File: config.mk
export PLATFORM = sky130hd
export DESIGN_NAME = nan_sift
export DESIGN_NICKNAME = d
export VERILOG_FILES = /design/src/rtl/nan_sift_pkg.sv /design/src/rtl/nan_classify.sv /design/src/rtl/nan_quieten.sv /design/src/rtl/nan_default_gen.sv /design/src/rtl/nan_sift.sv
export SDC_FILE = /design/constraint.sdc
export NUM_CORES = 1
export LEC_CHECK = 0
export BUFFER_PORTS_ARGS = -buffer_cell sky130_fd_sc_hd__buf_2
export CAP_MARGIN = 5
export CORE_ASPECT_RATIO = 0.7
export CORE_MARGIN = 1
export CORE_UTILIZATION = 40
export DETAILED_ROUTE_END_ITERATION = 7
export HOLD_SLACK_MARGIN = 0.05
export PLACE_DENSITY_LB_ADDON = 0.05
export REMOVE_ABC_BUFFERS = 1
export SLEW_MARGIN = 0
export SYNTH_ARGS = -nofsm -noshare
export SYNTH_HDL_FRONTEND = slang
export SYNTH_SLANG_ARGS = --single-unit
File: constraint.sdc
create_clock -name clk -period 1.4 [get_ports clk]
set_clock_uncertainty 0.2 [all_clocks]
set_input_delay 0.28 -clock clk [delete_from_list [all_inputs] [get_ports clk]]
set_output_delay 0.28 -clock clk [all_outputs]
set_load 0.05 [all_outputs]
File: src/rtl/nan_sift_pkg.sv
package nan_sift_pkg;

  localparam int DATA_W  = 64;
  localparam int NUM_FMT = 4;

  typedef enum logic [1:0] {
    FMT_HALF   = 2'd0,
    FMT_BF16   = 2'd1,
    FMT_SINGLE = 2'd2,
    FMT_DOUBLE = 2'd3
  } fmt_e;

  typedef enum logic [1:0] {
    DN_POLARITY = 2'd0,
    DN_ALL_ONES = 2'd1,
    DN_NEG_TOP  = 2'd2,
    DN_SECOND   = 2'd3
  } dn_style_e;

  typedef struct packed {
    logic              any_nan;
    logic              q_nan;
    logic              s_nan;
    logic [DATA_W-1:0] quieted;
    logic [DATA_W-1:0] dflt;
  } nan_result_t;

  function automatic int fmt_exp_w(int f);
    case (f)
      0:       return 5;
      1:       return 8;
      2:       return 8;
      default: return 11;
    endcase
  endfunction

  function automatic int fmt_frac_w(int f);
    case (f)
      0:       return 10;
      1:       return 7;
      2:       return 23;
      default: return 52;
    endcase
  endfunction

endpackage

File: src/rtl/nan_classify.sv
module nan_classify #(
  parameter int EW = 8,
  parameter int FW = 23,
  localparam int W = 1 + EW + FW
) (
  input  logic [W-1:0] val,
  input  logic         snan_inv,
  input  logic         snan_off,
  output logic         any_nan,
  output logic         q_nan,
  output logic         s_nan
);

  logic exp_full;
  logic frac_nz;
  logic sig_state;

  always_comb begin
    exp_full  = &val[W-2:FW];
    frac_nz   = |val[FW-1:0];
    // top fraction bit matches the polarity's signaling value
    sig_state = (val[FW-1] == snan_inv);
    any_nan   = exp_full & frac_nz;
    s_nan     = any_nan & sig_state & ~snan_off;
    q_nan     = any_nan & ~s_nan;
  end

endmodule

File: src/rtl/nan_quieten.sv
module nan_quieten #(
  parameter int EW = 8,
  parameter int FW = 23,
  localparam int W = 1 + EW + FW
) (
  input  logic [W-1:0] val,
  input  logic         s_nan,
  input  logic         snan_inv,
  output logic [W-1:0] quieted
);

  always_comb begin
    quieted = val;
    if (s_nan) begin
      if (snan_inv) begin
        quieted[FW-1] = 1'b0;
        quieted[FW-2] = 1'b1;
      end else begin
        quieted[FW-1] = 1'b1;
      end
    end
  end

endmodule

File: src/rtl/nan_default_gen.sv
module nan_default_gen
  import nan_sift_pkg::*;
#(
  parameter int EW = 8,
  parameter int FW = 23,
  localparam int W = 1 + EW + FW
) (
  input  logic         snan_inv,
  input  logic [1:0]   dn_style,
  output logic [W-1:0] dflt
);

  logic          sgn;
  logic [FW-1:0] frac;

  always_comb begin
    sgn  = 1'b0;
    frac = '0;
    case (dn_style_e'(dn_style))
      DN_POLARITY: begin
        if (snan_inv) frac = {1'b0, {(FW-1){1'b1}}};
        else          frac[FW-1] = 1'b1;
      end
      DN_ALL_ONES: frac = '1;
      DN_NEG_TOP: begin
        sgn        = 1'b1;
        frac[FW-1] = 1'b1;
      end
      default: frac[FW-2] = 1'b1;
    endcase
    dflt = {sgn, {EW{1'b1}}, frac};
  end

endmodule

File: src/rtl/nan_sift.sv
module nan_sift
  import nan_sift_pkg::*;
#(
  parameter bit REG_OUT = 1'b1
) (
  input  logic              clk,
  input  logic              rst_n,
  input  logic [1:0]        fmt_sel,
  input  logic              snan_inv,
  input  logic              snan_off,
  input  logic [1:0]        dn_style,
  input  logic [DATA_W-1:0] val_in,
  output logic              is_nan,
  output logic              is_qnan,
  output logic              is_snan,
  output logic [DATA_W-1:0] quiet_out,
  output logic [DATA_W-1:0] dflt_nan
);

  for (genvar g = 0; g < NUM_FMT; g++) begin : g_lane
    localparam int EW = fmt_exp_w(g);
    localparam int FW = fmt_frac_w(g);
    localparam int W  = 1 + EW + FW;

    logic              any_nan, q_nan, s_nan;
    logic [W-1:0]      q_w, d_w;
    logic [DATA_W-1:0] q64, d64;

    nan_classify #(.EW(EW), .FW(FW)) u_cls (
      .val      (val_in[W-1:0]),
      .snan_inv (snan_inv),
      .snan_off (snan_off),
      .any_nan  (any_nan),
      .q_nan    (q_nan),
      .s_nan    (s_nan)
    );

    nan_quieten #(.EW(EW), .FW(FW)) u_qt (
      .val      (val_in[W-1:0]),
      .s_nan    (s_nan),
      .snan_inv (snan_inv),
      .quieted  (q_w)
    );

    nan_default_gen #(.EW(EW), .FW(FW)) u_dn (
      .snan_inv (snan_inv),
      .dn_style (dn_style),
      .dflt     (d_w)
    );

    always_comb begin
      q64        = '0;
      d64        = '0;
      q64[W-1:0] = q_w;
      d64[W-1:0] = d_w;
    end
  end

  nan_result_t res_nx;
  nan_result_t res_q;

  always_comb begin
    case (fmt_e'(fmt_sel))
      FMT_HALF:   res_nx = '{g_lane[0].any_nan, g_lane[0].q_nan, g_lane[0].s_nan,
                             g_lane[0].q64, g_lane[0].d64};
      FMT_BF16:   res_nx = '{g_lane[1].any_nan, g_lane[1].q_nan, g_lane[1].s_nan,
                             g_lane[1].q64, g_lane[1].d64};
      FMT_SINGLE: res_nx = '{g_lane[2].any_nan, g_lane[2].q_nan, g_lane[2].s_nan,
                             g_lane[2].q64, g_lane[2].d64};
      default:    res_nx = '{g_lane[3].any_nan, g_lane[3].q_nan, g_lane[3].s_nan,
                             g_lane[3].q64, g_lane[3].d64};
    endcase
  end

  if (REG_OUT) begin : g_reg
    always_ff @(posedge clk or negedge rst_n) begin
      if (!rst_n) res_q <= '0;
      else        res_q <= res_nx;
    end
  end else begin : g_comb
    assign res_q = res_nx;
  end

  assign is_nan    = res_q.any_nan;
  assign is_qnan   = res_q.q_nan;
  assign is_snan   = res_q.s_nan;
  assign quiet_out = res_q.quieted;
  assign dflt_nan  = res_q.dflt;

endmodule

==> summary.md <==
| Metric | Value |
|---|---|
| Outcome | `finished with violations` |
| Failing checks | `negative setup slack` |
| Syn-to-layout area delta | `83.3%` |
| Critical path arrival | `1720 ps` |
| Most common cell in the synthesized netlist | `dfrtp_1` |
| Final Hold Viols | `0` |
| Clk sink count | `85` |
| Slew HR | `0.621` |
| Cells after DPL | `626` |
| Crit path buf inv count | `2` |
| CTS H-tree lvls | `3` |
| Lkg Pwr | `3.34 nW` |
| Non-Filler Instances | `697` |
| Top cell by count, worst path | `nor4_4` |
| Vias | `3,253` |
| Synth Area in Simple Gates | `0.193` |
| Routed WL | `11,200 µm` |
| Root Driver | `clkbuf_16` |
| Psw | `2.11 mW` |
| Port bufs | `202` |
| Antenna Nets Post-Route | `0` |
| Largest family of logic cells by synthesized area | `simple AND/OR/NAND/NOR gates` |
| Initial Util | `0.415` |
| Post-synthesis mux area share | `0.0145` |
| Power Density | `1080 mW/mm²` |
| GRT Util Overall | `0.241` |
| Post-layout min period | `1710 ps` |
| Post-synthesis register bit count | `85` |
| Clk slew on worst S/H paths | `60 ps` |
| Tightest Hold Check Type | `primary input to flip-flop` |
| GRT overflow | `0` |
| ANT cells | `0` |
| CTS tree | `built` |
| Setup-failing EPs final | `62` |
| Synth cell count leaders | `dfrtp_1, buf_4, and3_1` |
| Fin nets | `649` |
| Post-synth top area share | `0.601` |
| Drt initial violations | `194` |
| Area leader, netlist | `dfrtp_1` |
| Logic pwr share | `0.260` |
| Core ar. | `0.00851 mm²` |
| Die Span Y | `80.7 µm` |
| Cell chain of the critical path | `buf_8 > nor4_4 > nand4_1 > buf_4 > nor4_4 > nor3b_2 > a221o_2` |
| Post-Syn Area | `0.00354 mm²` |
| Hold slack | `58.0 ps` |
| Tightest Pin Transition | `564 ps` |
| Via/cell ratio | `4.67` |
| Dominant cells by area after synthesis | `dfrtp_1, buf_4, and3_1` |
| XOR/XNOR Fraction of Synth Area | `0.00495` |
| Final instance area | `0.00648 mm²` |
| Fmax | `0.584 GHz` |
| EDFF count, synth | `0` |
| DRC viols | `0` |
| Synth Area in Compound Gates | `0.0552` |
| Crit path max-delay family | `simple AND/OR/NAND/NOR gates` |
| Placer congestion estimate | `0.774` |
| Die area | `0.00923 mm²` |
| RSZ-0062 raised after global routing | `true` |
| Synth Area in Adders | `0.0141` |
| CTS max path bufs | `2` |
| Post-Syn Instances | `304` |
| Largest net degree at the start of global routing | `86` |
| Inserted Clock Buffers | `9` |
| Top_reg_cell synth | `dfrtp_1` |
| CP startpoint kind | `primary input` |
| Distinct cells, synth | `43` |
| Worst VDD drop | `1160 µV` |
| Final worst-path cycle share | `1.22` |
| Crit Path Class | `primary input to flip-flop` |
| Final Max Slew Viols | `0` |
| Delay of the slowest critical-path stage | `360 ps` |
| Post-synth ARST share | `1.00` |
| Int Power | `4.87 mW` |
| Area after DPL | `0.00477 mm²` |
| Antenna violations before repair | `0` |
| Worst setup margin | `-312 ps` |
| Clk pwr share | `0.362` |
| Synth warn | `0` |
| Std-Cell Rows | `28` |
| Syn_area_per_cell | `11.6 µm²` |
| Global-route wire length before repair | `16,500 µm` |
| Net Sw Frac | `0.302` |
| Sequential-to-total area share from yosys stat | `0.601` |
| Maximum fanout along the worst path | `3` |
| Worst EP required | `1410 ps` |
| Max Cap Violations | `0` |
| Sequential share of power | `0.378` |
| I/O pin total | `203` |
| Drt wl/cell | `16.1 µm` |
| Vias in the first global route | `3,247` |
| Worst setup EP type | `flip-flop` |
| CP max-delay cell | `a221o_2` |
| Detail Placement HPWL | `6670 µm` |
| Drt first pass iters | `4` |
| Layout cells sized above 1 | `0.522` |
| Die X | `114 µm` |
==> cells by family after synthesis <==
| logic type | after synthesis |
|---|---|
| xor gates and xnor gates | 2 |
| DFF | 85 |
| buffers and inverters | 64 |
| AOI/OAI and AO/OA | 27 |
| and+or+nand+nor | 117 |
| muxes | 5 |
| adders and majority gates | 4 |
==> power by group through the flow <==
stage | clock, mW | combinational (mW) | sequential [mW]
2_1_floorplan | 0 | 0.137 | 3.36
3_3_place_gp | 0 | 1.42 | 2.66
3_5_place_dp | 0 | 1.42 | 2.66
4_1_cts | 2.56 | 1.73 | 2.63
5_1_grt | 2.66 | 1.90 | 2.65
6_report | 2.53 | 1.81 | 2.64
==> flip-flops by register name, summed over array words and instances (netlist names) <==
signal,count
is_snan,1
dflt_nan,18
is_nan,1
is_qnan,1
quiet_out,64
==> through the flow <==
stage	total power [mW]	worst slack (ps)	util	setup TNS, ps
2_1_floorplan	3.50	-4730	-	-144060
6_report	6.98	-312	0.762	-9060
3_3_place_gp	4.07	-749	0.560	-8150
3_5_place_dp	4.08	-848	0.560	-8870
5_1_grt	7.22	-393	0.762	-11300
4_1_cts	6.93	-273	0.734	-7660
==> final cells by class <==
type	count	area [µm²]
inverter	7	26.3
sequential	85	2130
clock buffer	10	239
multi-input combinational	155	1080
tap	120	150
clock inverter	5	75.1
fill	575	2030
timing repair buffer	315	2770
==> repair_timing <==
item,CTS,global route
pin swaps,9,3
buffers inserted,5,0
gates cloned,0,1
hold buffers,50,0
gates resized for setup,194,75
endpoints found under the hold margin,134,0
endpoints found under the setup margin,103,101
==> layer usage <==
layer  GRT usage  up-vias  wire length (µm)
li1            -     1540                 -
met1       0.301     1563              4690
met2       0.403      132              5640
met3      0.0619       18               695
met4      0.0935        0               198
met5           0        -                 0
==> final timing paths <==
| check | from | to | slack, ps | cells past startpoint |
|---|---|---|---|---|
| max | val_in[10] | is_snan | -310 | 7 |
| min | val_in[8] | quiet_out[8] | 60 | 3 |
| max in group asynchronous | rst_n | dflt_nan[30] | 300 | 3 |
| min in group asynchronous | rst_n | quiet_out[53] | 330 | 3 |
==> layout by cell type, fill, tap and decap left out, types with 4 or more instances in the layout <==
cell type	netlist	final
and3_1	31	31
ha_1	4	4
nor3_1	9	8
buf_6	0	39
nand4_1	7	7
nor2b_1	4	4
buf_4	46	102
nor4_4	1	5
o21a_1	4	4
and2_1	14	14
mux2i_1	4	4
buf_8	0	22
nor2_1	12	12
dfrtp_1	85	79
inv_1	7	7
nand3_1	4	4
clkbuf_4	0	17
dlygate4sd3_1	0	50
dfrtp_2	0	6
nor4_1	10	6
clkbuf_16	0	10
buf_2	0	73
nand2_1	15	15
buf_12	0	11
==> worst min-delay path: cells and delay by family <==
family                 cells  cell delay [ps]
AO/OA/AOI/OAI              1               90
buffers and inverters      2              190
(Power assumes the default switching activity.)
